## config.mk

```make
export PLATFORM = sky130hd
export DESIGN_NAME = fld_access_ctrl
export DESIGN_NICKNAME = d
export VERILOG_FILES = /design/src/rtl/fld_access_pkg.sv /design/src/rtl/fld_wr_gate.sv /design/src/rtl/fld_rd_repeat.sv /design/src/rtl/fld_access_ctrl.sv
export SDC_FILE = /design/constraint.sdc
export NUM_CORES = 1
export LEC_CHECK = 0
export BUFFER_PORTS_ARGS = -buffer_cell sky130_fd_sc_hd__buf_2
export CAP_MARGIN = 20
export CORE_AREA = 2 2 39 41
export CTS_BUF_LIST = sky130_fd_sc_hd__clkbuf_16
export DETAILED_ROUTE_END_ITERATION = 8
export DIE_AREA = 0 0 41 43
export PLACE_DENSITY = 0.54
export SYNTH_ARGS = -nofsm -noshare
export SYNTH_HDL_FRONTEND = slang
export SYNTH_SLANG_ARGS = --single-unit
export TNS_END_PERCENT = 50
```

## constraint.sdc

```tcl
create_clock -name clk -period 1 [get_ports clk]
set_clock_uncertainty 0.2 [all_clocks]
set_input_delay 0.05 -clock clk [delete_from_list [all_inputs] [get_ports clk]]
set_output_delay 0.05 -clock clk [all_outputs]
set_load 0.02 [all_outputs]
```

## src/rtl/fld_access_pkg.sv

```systemverilog
package fld_access_pkg;

    typedef enum logic [1:0] {
        SEL_FRAME  = 2'b00,
        SEL_FIRST  = 2'b01,
        SEL_SECOND = 2'b10,
        SEL_ALT    = 2'b11
    } fld_sel_e;

    typedef enum logic [1:0] {
        WS_IDLE,
        WS_WRITE,
        WS_SKIP,
        WS_FROZEN
    } wr_state_e;

    typedef enum logic {
        RS_FIRST,
        RS_SECOND
    } rd_state_e;

endpackage

```

## src/rtl/fld_wr_gate.sv

```systemverilog
module fld_wr_gate
    import fld_access_pkg::*;
#(
    parameter logic FIRST_ID = 1'b0
) (
    input  logic     clk,
    input  logic     rst_n,
    input  logic     fld_start,
    input  logic     fld_id,
    input  fld_sel_e sel,
    input  logic     freeze,
    output logic     wr_en,
    output logic     frame_act
);

    localparam logic SECOND_ID = ~FIRST_ID;

    wr_state_e state_q, state_d, target;
    logic      tog_q, tog_nxt, pass;

    // selection rule for the field that is starting
    always_comb begin
        tog_nxt = ~tog_q;
        unique case (sel)
            SEL_FRAME:  pass = 1'b1;
            SEL_FIRST:  pass = (fld_id == FIRST_ID);
            SEL_SECOND: pass = (fld_id == SECOND_ID);
            SEL_ALT:    pass = tog_nxt;
            default:    pass = 1'b0;
        endcase
        if (freeze)
            target = WS_FROZEN;
        else if (pass)
            target = WS_WRITE;
        else
            target = WS_SKIP;
    end

    // next-state: every state leaves only on a field start
    always_comb begin
        state_d = state_q;
        unique case (state_q)
            WS_IDLE:   if (fld_start) state_d = target;
            WS_WRITE:  if (fld_start) state_d = target;
            WS_SKIP:   if (fld_start) state_d = target;
            WS_FROZEN: if (fld_start) state_d = target;
            default:   state_d = WS_IDLE;
        endcase
    end

    always_ff @(posedge clk or negedge rst_n) begin
        if (!rst_n) begin
            state_q   <= WS_IDLE;
            tog_q     <= 1'b0;
            frame_act <= 1'b1;
        end else begin
            state_q <= state_d;
            if (fld_start) begin
                tog_q     <= tog_nxt;
                frame_act <= (sel == SEL_FRAME);
            end
        end
    end

    // outputs
    always_comb begin
        unique case (state_q)
            WS_WRITE: wr_en = 1'b1;
            WS_IDLE,
            WS_SKIP,
            WS_FROZEN: wr_en = 1'b0;
            default:  wr_en = 1'b0;
        endcase
    end

    AST_WR_HOLD: assert property (@(posedge clk) disable iff (!rst_n)
        !fld_start |=> $stable(wr_en));
    AST_FREEZE_BLOCK: assert property (@(posedge clk) disable iff (!rst_n)
        fld_start && freeze |=> !wr_en);
    AST_FRAME_ALL: assert property (@(posedge clk) disable iff (!rst_n)
        fld_start && !freeze && sel == SEL_FRAME |=> wr_en && frame_act);
    AST_FIRST_REJECT: assert property (@(posedge clk) disable iff (!rst_n)
        fld_start && sel == SEL_FIRST && fld_id == SECOND_ID |=> !wr_en);
    AST_SECOND_REJECT: assert property (@(posedge clk) disable iff (!rst_n)
        fld_start && sel == SEL_SECOND && fld_id == FIRST_ID |=> !wr_en);
    AST_FIELD_FLAG: assert property (@(posedge clk) disable iff (!rst_n)
        fld_start && sel != SEL_FRAME |=> !frame_act);

endmodule

```

## src/rtl/fld_rd_repeat.sv

```systemverilog
module fld_rd_repeat
    import fld_access_pkg::*;
(
    input  logic clk,
    input  logic rst_n,
    input  logic fld_start,
    input  logic line_stb,
    input  logic dbl,
    output logic adv
);

    rd_state_e state_q, state_d;
    logic      adv_d;

    always_comb begin
        state_d = state_q;
        adv_d   = 1'b0;
        if (fld_start) begin
            // strobe with a field start is the first showing of a line
            adv_d   = line_stb && !dbl;
            state_d = (line_stb && dbl) ? RS_SECOND : RS_FIRST;
        end else if (line_stb) begin
            unique case (state_q)
                RS_FIRST: begin
                    adv_d   = !dbl;
                    state_d = dbl ? RS_SECOND : RS_FIRST;
                end
                RS_SECOND: begin
                    adv_d   = 1'b1;
                    state_d = RS_FIRST;
                end
                default: begin
                    adv_d   = 1'b0;
                    state_d = RS_FIRST;
                end
            endcase
        end
    end

    always_ff @(posedge clk or negedge rst_n) begin
        if (!rst_n) begin
            state_q <= RS_FIRST;
            adv     <= 1'b0;
        end else begin
            state_q <= state_d;
            adv     <= adv_d;
        end
    end

    AST_ADV_DIRECT: assert property (@(posedge clk) disable iff (!rst_n)
        line_stb && !dbl |=> adv);
    AST_ADV_NEEDS_STB: assert property (@(posedge clk) disable iff (!rst_n)
        !line_stb |=> !adv);
    AST_DBL_RESTART: assert property (@(posedge clk) disable iff (!rst_n)
        fld_start && dbl |=> !adv);
    AST_DBL_NO_PAIR: assert property (@(posedge clk) disable iff (!rst_n)
        dbl && $past(dbl) && line_stb && adv && !fld_start |=> !adv);

endmodule

```

## src/rtl/fld_access_ctrl.sv

```systemverilog
module fld_access_ctrl
    import fld_access_pkg::*;
#(
    parameter logic FIRST_ID = 1'b0
) (
    input  logic       clk,
    input  logic       rst_n,
    input  logic       wr_field_start,
    input  logic       wr_field_id,
    input  logic       rd_field_start,
    input  logic       rd_line_strobe,
    input  logic [1:0] fld_sel,
    input  logic       dbl_en,
    input  logic       freeze_req,
    output logic       wr_en,
    output logic       rd_line_adv,
    output logic       frame_active
);

    fld_sel_e sel_e;
    assign sel_e = fld_sel_e'(fld_sel);

    fld_wr_gate #(.FIRST_ID(FIRST_ID)) u_wr (
        .clk       (clk),
        .rst_n     (rst_n),
        .fld_start (wr_field_start),
        .fld_id    (wr_field_id),
        .sel       (sel_e),
        .freeze    (freeze_req),
        .wr_en     (wr_en),
        .frame_act (frame_active)
    );

    fld_rd_repeat u_rd (
        .clk       (clk),
        .rst_n     (rst_n),
        .fld_start (rd_field_start),
        .line_stb  (rd_line_strobe),
        .dbl       (dbl_en),
        .adv       (rd_line_adv)
    );

    AST_RESET_QUIET: assert property (@(posedge clk) disable iff (!rst_n)
        $rose(rst_n) |-> !wr_en && !rd_line_adv);

endmodule

```

==> Yosys cells after proc, flatten, opt, wreduce, memory -nomap -nowiden <==
Cells that the tools add are included.
W data, S select, Z words.
{ "word_totals": {"output_inout_bits": 3, "mem_bits_ro": 0, "ramBits": 0, "mem_count": 0, "latchBits": 0, "ff_bits": 6} }
{ "op_classes": {"mul": 0, "reduce_logical": 8, "div_mod_pow": 0, "addsub": 0, "muxes": 14, "shift": 0, "n_bitwise": 3, "magnitude_cmp": 0, "n_eq_ne": 7} }
{ "op_table": {"columns": ["cell", "n"], "rows": [
  ["$eq A2 B2 Y1 const B", 4],
  ["$mux W2", 4],
  ["$mux W1", 6],
  ["$pmux W1 S2", 3],
  ["$eq A2 B1 Y1 const B", 2],
  ["$logic_not A2 Y1", 2],
  ["$pmux W1 S4", 1],
  ["$reduce_or A4 Y1", 1],
  ["$not A1 Y1", 3],
  ["$reduce_or A3 Y1", 1],
  ["$logic_and A1 B1 Y1", 2],
  ["$ne A2 B1 Y1 const B", 1],
  ["$reduce_bool A2 Y1", 1],
  ["$logic_not A1 Y1", 1]
]} }

==> Longest topological paths before layout <==
Gate-level depths: netlist (run 1).
{ "logic_depth": {"word_depth": 6, "depth_mapped": 3} }

==> Cells and area by module <==
Synthesis (run 1) repeated with hierarchy kept, for this count alone.
{ "unflattened": {"cells_unflattened": 22, "hier_area_um2": 264.0} }
{ "by_module_without_submodules": {"columns": ["module", "cells_per_inst", "area_per_inst_um2", "seq_area_each_um2", "instances"], "rows": [
  ["fld_wr_gate", 16, 178.9, 101.3, 1],
  ["fld_rd_repeat", 6, 85.1, 50.0, 1]
]} }

==> Worst setup path before layout (run 1) <==
OpenSTA, ideal clock, no wires.
{ "synth_path": {"path_kind": "flip-flop to flip-flop", "start": "reg, netlist name u_wr.frame_act", "end": "reg u_wr.frame_act", "t_required_ps": 741, "arrival_ps": 717, "setup_ps": 59, "period_less_slack_ps": 977, "path_buffers": 0, "path_slack_ps": 23, "path_stages_with_launch": 2, "path_cell_list": "dfstp_2 mux2_2"} }
{ "synth_rtl": {"columns": ["item", "line", "source"], "rows": [
  ["end signal, assigned", "fld_wr_gate.sv:60", "frame_act <= (sel == SEL_FRAME);"],
  ["end, declared", "fld_wr_gate.sv:13", "output logic frame_act"]
]} }

==> Worst setup path in the final report (run 1) <==
{ "layout_path": {"start": "reg u_wr.state_q[0]", "end": "out wr_en"} }
{ "layout_via": {"elab_chain_cells": 3} }
{ "layout_rtl": {"columns": ["item", "line", "source"], "rows": [
  ["start, declared", "fld_wr_gate.sv:18", "wr_state_e state_q, state_d, target;"],
  ["start signal, assigned", "fld_wr_gate.sv:57", "state_q <= state_d;"],
  ["$eq A2 B2 Y1 / $logic_not A2 Y1 (equally long branches)", "fld_wr_gate.sv:67", "unique case (state_q)"],
  ["$reduce_or A3 Y1", "fld_wr_gate.sv:67", null],
  ["$pmux W1 S2 *", "fld_wr_gate.sv:67", null],
  ["end, declared", "fld_access_ctrl.sv:15", "output logic wr_en,"]
]} }
Mark *: on every way between the ends. The rest lies on a longest branch, timed or not.

==> results of run 1 <==
-- placed cells by master, fill, tap and decap left out --
cell / n
dfstp_2: 1
o21ai_0: 1
xor2_1: 1
clkbuf_16: 3
dfrtp_1: 5
mux2_2: 1
o221ai_2: 1
inv_1: 2
nand2_1: 2
nand2b_1: 2
nor2b_1: 1
buf_6: 1
o22a_2: 1
a31oi_1: 1
nor2_1: 2
dlygate4sd3_1: 3
dlymetal6s4s_1: 1
a21boi_0: 1
nand3_1: 1
buf_2: 11
-- power by group through the flow --
stage,sequential [mW],combinational (mW),clock [mW]
floorplan,0.320,0.0542,0
global placement,0.313,0.108,0
detailed placement,0.315,0.109,0
CTS,0.314,0.126,0.684
global route,0.319,0.141,0.699
finish,0.313,0.124,0.668
-- repair_timing --
| action | 4_1_cts | 5_1_grt |
|---|---|---|
| setup endpoints to repair | 4 | 5 |
| pin swaps | 1 | 0 |
| resized for setup | 2 | 1 |
| hold endpoints to repair | 12 | 5 |
-- final timing paths --
kind | end | cells after the start | from
min in group asynchronous | u_rd.state_q$_DFFE_PN0P_ | 2 | rst_n
setup / recovery | wr_en | 2 | u_wr.state_q[0]$_DFFE_PN0P_
setup reg to reg | u_wr.state_q[0]$_DFFE_PN0P_ | 2 | u_wr.tog_q$_DFFE_PN0P_
hold / removal | u_wr.tog_q$_DFFE_PN0P_ | 2 | wr_field_start
hold reg to reg | u_wr.tog_q$_DFFE_PN0P_ | 1 | u_wr.tog_q$_DFFE_PN0P_
max in group asynchronous | u_wr.frame_act$_DFFE_PN1P_ | 2 | rst_n
-- area by class of cell --
cell class / instances / area, sq um
tap: 16 / 20.0
inverter: 1 / 3.75
fill: 147 / 918
clock buffer: 3 / 75.1
clock inverter: 1 / 3.75
sequential: 6 / 151
multi-input combinational: 15 / 103
timing repair buffer: 16 / 109
-- kinds of logic (layout without fill, tap and decap cells) --
family / Yosys count / after routing / synth area share (%)
buffers and inverters: 1 / 21 / 1.45
xor gates and xnor gates: 1 / 1 / 3.40
and+or+nand+nor: 8 / 8 / 15.0
DFF: 6 / 6 / 58.7
AOI/OAI and AO/OA: 5 / 5 / 17.0
muxes: 1 / 1 / 4.37
-- synthesized netlist by cell type --
master and count:
a21boi_0 1, a31oi_1 1, dfrtp_1 5, dfstp_2 1, inv_1 1, mux2_2 1
nand2_1 2, nand2b_1 2, nand3_1 1, nor2_1 2, nor2b_1 1, o21ai_0 1
o221ai_2 1, o22a_2 1, xor2_1 1
-- critical path: stages (launching register included) --
cell	delay, ns
dfrtp_1	0.37
nor2b_1	0.12
buf_2	0.15
-- metal layers --
metal | vias up | track usage [%] | wire (um)
met5 | - | 0 | 0
met4 | 0 | 12.0 | 37
met3 | 5 | 6.28 | 92
met2 | 15 | 12.2 | 236
met1 | 98 | 9.60 | 233
li1 | 118 | - | -
-- flip-flops by register name (all words and copies together), names as in the netlist --
register,cells
u_wr.frame_act,1
u_wr.state_q,2
u_rd.adv,1
u_wr.tog_q,1
u_rd.state_q,1
-- metrics by stage --
| step | instances | hold slack, ns |
|---|---|---|
| after global routing | 58 | -0.0618 |
| after detailed placement | 50 | -0.317 |
| after global placement | 50 | -0.320 |
| after floorplan | 22 | -0.446 |
| final | 58 | -0.107 |
| after CTS | 58 | -0.0987 |
==> reports/qor.txt, run 1 <==
Nets: 53
synth unique cells: 15
syn_nets: 32
top cells by area, synth: dfrtp_1 49%, dfstp_2 10%, o221ai_2 5.8%, nand2b_1 4.9%, mux2_2 4.4%
Slew Limit Fails: 0
largest net degree at the start of global routing: 7
Max Fclk: 890 MHz
CTS clk-pin slew, worst paths: 0.04 ns
clock network power share: 60.5%
Placed Area: 338 sq um
P_leak: 0.226 nW
CTS Buf Count: 3
crit path DAT: 0.87 ns
Port Buffers: 12
vias: 236
worst hold slack: -0.107 ns
Chip Width: 41 um
Net Sw Frac: 21.0%
critical path launch point type: flip-flop
ANT cells: 0
crit path max fanout: 2
PwrDens: 2370 nW/um^2
Gate Count Post-Synth: 22
Die Ht: 43 um
routed wire length per instance: 10.3 um
CTS H-Tree Depth: 1
via/cell ratio: 4.07
global-route wire length before repair: 993 um
IO Count: 13
pre-CTS setup slack: -0.00658 ns
actual slew at the worst max-slew pin: 0.171 ns
Core Area: 1380 sq um
Root Driver: clkbuf_16
CTS tree: done
Comb pwr share: 11.2%
Initial Util: 18.6%
total setup buffers inserted after CTS: 0
max cap viols: 0
Finish-stage setup viols: 2
Pwr Total: 1.11 mW
cell taking the most area after synthesis: dfrtp_1
r2r setup slk: 0.01 ns
final worst path period share: 112%
DR iter-0 viols: 1
All-Layer GR Usage: 9.93%
CTS Sinks: 6
row cnt: 14
Yosys warnings: 0
Worst Slack Setup Final: -0.123 ns
Final Instance Area: 465 sq um
worst hold path class: in -> reg
synthesized area per cell: 11.7 sq um
total wire length: 600 um
layout cells sized above 1: 45.2%
Layout Utilization: 33.6%
antenna-violating nets left: 0
status: finished, violations left
Sequential Power Share: 28.3%
failing checks: negative hold slack, negative setup slack
Crit. End Element: output pin
first drt pass iteration count: 2
Placer Congestion: 0.603
Sw Pwr: 0.232 mW
Critical Path RT: 0.75 ns
unrepaired setup endpoints after global routing: yes
CTS max path bufs: 2
vias in the first global route: 243
die area: 1760 sq um
post-synthesis cell area: 258 sq um
Seq/Total Area, Yosys: 58.7%
P&R area growth vs syn: 80.6%
worst skew pair latency: 0.23 ns
flops & latches, synth: 6
Cell Int Power: 0.874 mW
Final min period: 1.12 ns
Setup TNS: -0.236 ns
Slew HR: 88.6%
Residual DRC: 0
initial antenna violation count: 0
critical path class: reg -> out
Hold Fails Final Rpt: 11
share of the synthesized area in the top cell type: 48.5%
cts hold-fix bufs: 4
Max VDD drop: 1160 uV
aggregate global routing overflow: 0
Power figures use the tool's default switching activity.
==> run 2, diff against run 1 <==
ABC_AREA = 1   (was not set)
PLACE_DENSITY = 0.55   (was 0.54)
==> run 2 against run 1 <==
Effect of this change:
- the run still ends with negative hold slack, negative setup slack left
- critical path depth decreased by 1
- final area increased by 4.3%
- sequential power decreased by 2%
- synthesized area grew 4.4%
- setup slack better by 0.0013 ns
- register-to-register slack improved by 0.03 ns
- clock power is 2% lower
- core utilization is 1.4 points higher
- global-route usage grew 0.27 points
- critical endpoint is now frame_active
- largest power group unchanged
==> reports/qor.txt, run 2 <==
status: finished, violations left
failing checks: negative hold slack, negative setup slack
layout cells sized above 1: 46.2% (+0.92 points)
CP top delay family: flip-flops
unrepaired setup endpoints after global routing: yes
Worst Slack Setup Final: -0.122 ns (+0.00130 ns)
row cnt: 14 (unchanged)
Nets: 63 (+19%)
top cells by area, synth: dfrtp_1 47%, inv_1 11%, dfstp_2 9.8%, nand2_1 8.4%, a21oi_1 5.6%
synthesized area per cell: 8.41 sq um (-28%)
routed wire length per instance: 9.49 um (-8.3%)
Chip Width: 41 um (unchanged)
via/cell ratio: 3.85 (-5.3%)
P&R area growth vs syn: 80.5% (about the same)
P_leak: 0.265 nW (+17%)
CTS H-Tree Depth: 1 (unchanged)
worst hold slack: -0.191 ns (-0.0842 ns)
Post-synth EDFFs: 0 (unchanged)
initial antenna violation count: 0 (unchanged)
share of the synthesized area in the top cell type: 46.5% (-2.0 points)
synth cell count leaders: 8 x inv_1, 6 x nand2_1, 5 x dfrtp_1, 3 x a21oi_1
Layout Utilization: 35.1% (+1.4 points)
Final Instance Area: 485 sq um (+4.3%)
CTS max path bufs: 2 (unchanged)
post-DP HPWL: 431 um
Buffers & Inverters on Critical Path: 1 (unchanged)
CTS clk-pin slew, worst paths: 0.03 ns (about the same)
ANT cells: 0 (unchanged)
Max VDD drop: 1020 uV (-12%)
worst skew pair latency: 0.23 ns (about the same)
largest net degree at the start of global routing: 7 (unchanged)
max cap viols: 0 (unchanged)
FFs w/ async S/R, synth: 100% (unchanged)
Largest stage delay, worst path: 0.53 ns (+0.16 ns)
die area: 1760 sq um (unchanged)
All-Layer GR Usage: 10.2% (+0.27 points)
Initial Util: 19.4% (+0.81 points)
worst hold path depth: 2 (unchanged)
Residual DRC: 0 (unchanged)
Port Buffers: 12 (unchanged)
critical path launch point type: flip-flop
synth unique cells: 12 (-3)
Core Area: 1380 sq um (unchanged)
final worst path period share: 112% (-0.13 points)
Slew Limit Fails: 0 (unchanged)
PwrDens: 2310 nW/um^2 (-2.7%)
syn_nets: 42 (+31%)
post-synthesis cell area: 269 sq um (+4.4%)
Critical Path RT: 0.75 ns (about the same)
most flop-heavy register: u_wr.state_q
worst-path cell chain: buf_6
max reg flops: 2 (unchanged)
total wire length: 645 um (+7.5%)
vias in the first global route: 266 (+9.5%)
most common cell after layout, fill and taps aside: buf_2
Die Ht: 43 um (unchanged)
main flop type after synthesis: dfrtp_1
CTS tree: done
IO Count: 13 (unchanged)
cell taking the most area after synthesis: dfrtp_1
Reg2Reg Depth: 4 (+2)
Finish-stage setup viols: 3 (+1)
slowest stage cell, crit path: dfstp_2
flops & latches, synth: 6 (unchanged)
first drt pass iteration count: 2 (unchanged)
most frequent cells in the layout: 10 x buf_2, 8 x inv_1, 6 x nand2_1
Final min period: 1.12 ns (-0.00130 ns)
Hold Fails Final Rpt: 11 (unchanged)
actual slew at the worst max-slew pin: 0.197 ns (+0.0262 ns)
antenna-violating nets left: 0 (unchanged)
vias: 262 (+11%)
Yosys warnings: 0 (unchanged)
Placer Congestion: 0.678 (+13%)
Slew HR: 86.8% (-1.9 points)
cell with the most instances after synthesis: inv_1
Crit. End Element: output pin
crit path DAT: 0.87 ns (about the same)
Seq/Total Area, Yosys: 56.3% (-2.5 points)
multi-input logic area: 97.6 sq um (-4.9%)
Max Fclk: 892 MHz (+0.12%)
global-route wire length before repair: 1080 um (+8.4%)
CTS Sinks: 6 (unchanged)
Fill cells: 142 (-3.4%)
FF+latch area: 151 sq um (unchanged)
Levels on crit path: 1 (-1)
Root Driver: clkbuf_16
Placed Area: 349 sq um (+3.3%)
crit path max fanout: 2 (unchanged)
CTS Buf Count: 3 (unchanged)
DR iter-0 viols: 3 (+2)
Gate Count Post-Synth: 32 (+45%)
aggregate global routing overflow: 0 (unchanged)
worst hold path class: in -> reg
critical path class: reg -> out
## run 2: cell types whose count changed after synthesis, moves of 2 or more
cell / change
nand2b_1: -2
inv_1: +7
nand2_1: +4
a21oi_1: +3
## run 2: kinds of logic after synthesis
family,after synthesis,share of synthesized area (%)
flops,6,56.3
compound gates,4,8.37
buf+inv,9,12.6
xor+xnor,1,3.26
simple gates,12,19.5
## run 2: routing by layer
metal	track usage [%]	vias to the layer above	wire length, um
met2	11.6	8	280
li1	-	136	-
met4	14.0	0	39
met1	12.1	114	300
met3	3.14	4	24
met5	0	-	0
## run 2: final timing paths
path / slack, ns / endpoint / startpoint
min in group asynchronous: -0.02 / u_rd.state_q$_DFFE_PN0P_ / rst_n
setup reg to reg: 0.04 / u_wr.state_q[1]$_DFFE_PN0P_ / u_wr.tog_q$_DFFE_PN0P_
hold reg to reg: 0.26 / u_wr.tog_q$_DFFE_PN0P_ / u_wr.tog_q$_DFFE_PN0P_
max in group asynchronous: 0.40 / u_wr.frame_act$_DFFE_PN1P_ / rst_n
setup / recovery: -0.12 / frame_active / u_wr.frame_act$_DFFE_PN1P_
hold / removal: -0.19 / u_rd.adv$_DFF_PN0_ / dbl_en
## run 2: area by class of cell
class,instances,area share [%]
repair buffers,16,21.4
well taps,16,4.12
multi-input cells,17,20.1
clock inverters,1,0.773
clock buffers,3,15.5
flip-flops and latches,6,31.2
inverters,9,6.96
## run 2: where the power goes
group          internal [mW]  switching, mW
clock network          0.519          0.138
registers              0.287         0.0209
logic                 0.0755         0.0823
## run 2: metrics by stage
stage | power [mW] | instances | worst slack [ns] | hold slack (ns) | setup TNS, ns
2_1_floorplan | 0.378 | 32 | 0.0289 | -0.446 | 0
5_1_grt | 1.18 | 68 | -0.139 | -0.196 | -0.347
3_3_place_gp | 0.424 | 60 | 0.0514 | -0.322 | 0
3_5_place_dp | 0.429 | 60 | 0.00231 | -0.320 | 0
4_1_cts | 1.10 | 66 | -0.118 | -0.195 | -0.241
6_report | 1.12 | 68 | -0.122 | -0.191 | -0.216
## run 2: timing repair
item | in CTS | in global routing
buffers inserted | 0 | 2
resized for setup | 4 | 3
endpoints found under the hold margin | 12 | 5
gates cloned | 0 | 0
pin swaps | 1 | 2
hold buffers | 2 | 1
endpoints found under the setup margin | 2 | 6
==> run 3, diff against run 2 <==
SETUP_SLACK_MARGIN = 0.1   (was not set)
==> run 3 against run 2 <==
Effect of this change:
- sequential share of layout area down 1.0 points
- highest routed layer is now met3
- core utilization up 1.2 points
- clock power about the same
- global-route usage down 0.81 points
- sequential power up 2%
- non-clock buffer count unchanged
- die area unchanged
- first-iteration DRC count down 67%
- the run still ends with negative hold slack, negative setup slack left
- via count up 1.5%
- total power up 4.9%
- maximum frequency up 0.64%
- final area up 3.4%
==> reports/qor.txt, run 3 (same netlist as run 2, synthesis figures left out) <==
Initial Util: 19.4% (unchanged)
routed wire length per instance: 9.06 um (-4.5%)
die area: 1760 sq um (unchanged)
CTS Sinks: 6 (unchanged)
Die Ht: 43 um (unchanged)
placed insts: 60 (unchanged)
DR iter-0 viols: 1 (-2)
Sw Pwr: 0.257 mW (+6.4%)
Buffers & Inverters on Critical Path: 1 (unchanged)
Worst Hold End: u_rd.adv$_DFF_PN0_
Comb pwr share: 17.8% (+3.7 points)
All-Layer GR Usage: 9.39% (-0.81 points)
r2r setup slk: 0.02 ns (-0.02 ns)
largest net degree at the start of global routing: 7 (unchanged)
Final Instance Area: 502 sq um (+3.4%)
worst hold path depth: 2 (unchanged)
Pwr Total: 1.18 mW (+4.9%)
crit path DAT: 0.86 ns (about the same)
Core Area: 1380 sq um (unchanged)
most frequent cells in the layout: 9 x buf_2, 8 x inv_1, 5 x nand2_1, 5 x dfrtp_1
non-filler cells in the finished layout: 68 (unchanged)
Root Driver: clkbuf_16
Port Buffers: 12 (unchanged)
aggregate global routing overflow: 0 (unchanged)
critical path launch point type: flip-flop
worst-path cell chain: buf_6
Slew Limit Fails: 0 (unchanged)
max reg flops: 2 (unchanged)
failing checks: negative hold slack, negative setup slack
cts hold-fix bufs: 1 (-1)
Reg2Reg Depth: 3 (-1)
P_leak: 0.270 nW (+2.2%)
Net Sw Frac: 21.8% (+0.32 points)
CTS Buf Count: 3 (unchanged)
pre-CTS setup slack: 0.0132 ns (+0.0109 ns)
layout cells sized above 1: 53.8% (+7.7 points)
crit path max fanout: 2 (unchanged)
Nets: 63 (unchanged)
critical path class: reg -> out
final worst path period share: 111% (-0.72 points)
crit path launch: u_wr.frame_act$_DFFE_PN1P_
global-route wire length before repair: 1020 um (-5.1%)
antenna-violating nets left: 0 (unchanged)
most common cell after layout, fill and taps aside: buf_2
Max VDD drop: 597 uV (-42%)
PwrDens: 2350 nW/um^2 (+1.5%)
Finish-stage setup viols: 2 (-1)
max cap viols: 0 (unchanged)
Sequential Power Share: 26.7% (-0.7 points)
CTS H-Tree Depth: 1 (unchanged)
first drt pass iteration count: 2 (unchanged)
Fill cells: 148 (+4.2%)
actual slew at the worst max-slew pin: 0.201 ns (+0.00458 ns)
CP top delay family: flip-flops
total wire length: 616 um (-4.5%)
vias: 266 (+1.5%)
Worst Slack Setup Final: -0.115 ns (+0.00717 ns)
Final min period: 1.11 ns (-0.00717 ns)
r2r endpoint: u_wr.state_q[1]$_DFFE_PN0P_
vias in the first global route: 281 (+5.6%)
Residual DRC: 0 (unchanged)
Max Fclk: 897 MHz (+0.64%)
slowest stage cell, crit path: dfstp_2
Chip Width: 41 um (unchanged)
worst skew pair latency: 0.23 ns (about the same)
Cell Int Power: 0.920 mW (+4.5%)
Critical Path RT: 0.75 ns (about the same)
CTS tree: done
initial antenna violation count: 0 (unchanged)
CTS clk-pin slew, worst paths: 0.03 ns (about the same)
unrepaired setup endpoints after global routing: yes
Setup TNS: -0.206 ns (+0.0103 ns)
hold path start: dbl_en
Crit. End Element: output pin
Placer Congestion: 0.745 (+9.8%)
Largest stage delay, worst path: 0.53 ns (about the same)
CTS max path bufs: 2 (unchanged)
IO Count: 13 (unchanged)
Layout Utilization: 36.3% (+1.2 points)
most flop-heavy register: u_wr.state_q
worst hold path class: in -> reg
row cnt: 14 (unchanged)
Hold Fails Final Rpt: 11 (unchanged)
Slew HR: 86.5% (-0.31 points)
via/cell ratio: 3.91 (+1.5%)
post-DP HPWL: 439 um (+2.0%)
clock network power share: 55.5% (-3.0 points)
worst r2r src: u_wr.state_q[1]$_DFFE_PN0P_
worst hold slack: -0.197 ns (-0.00546 ns)
P&R area growth vs syn: 86.5%
Placed Area: 349 sq um (unchanged)
status: finished, violations left
ANT cells: 0 (unchanged)
-- run 3: cell count changes in the layout (fill, tap and decap cells not counted), sizes merged --
cell / delta
buf: +1
dlygate4sd3: -1
-- run 3: layer usage --
layer,GRT usage [%],vias to the layer above,share of wire [%]
met5,0,-,0
met4,10.0,0,0
met3,3.66,0,6.3
met2,14.1,8,56
met1,8.52,122,38
li1,-,136,-
-- run 3: layout make-up --
type,instances,area (sq um),share of cell area (%)
Inverter,9,33.8,6.73
Timing Repair Buffer,16,111,22.2
Multi-Input combinational cell,17,106,21.2
Sequential cell,6,151,30.2
Clock buffer,3,75.1,15.0
Clock inverter,1,3.75,0.748
Tap cell,16,20.0,3.99
-- run 3: worst max path at each step --
stage,depth (start not counted),to
floorplan,2,u_wr.frame_act$_DFFE_PN1P_
global placement,4,u_wr.state_q[1]$_DFFE_PN0P_
detailed placement,4,u_wr.state_q[1]$_DFFE_PN0P_
CTS,1,frame_active
global route,1,frame_active
finish,1,frame_active
-- run 3: what timing repair did --
item                                   4_1_cts  5_1_grt
endpoints found under the hold margin       12        6
buffers inserted                             3        0
setup endpoints to repair                    7        8
pin swaps                                    5        4
gates cloned                                 0        0
gates resized for setup                     13        0
-- run 3: power by group through the flow --
stage / Sequential, mW / Combinational [mW] / Clock [mW]
after floorplan: 0.314 / 0.0641 / 0
after global placement: 0.310 / 0.116 / 0
after detailed placement: 0.312 / 0.119 / 0
after CTS: 0.315 / 0.210 / 0.664
after global routing: 0.318 / 0.228 / 0.678
final: 0.314 / 0.209 / 0.654
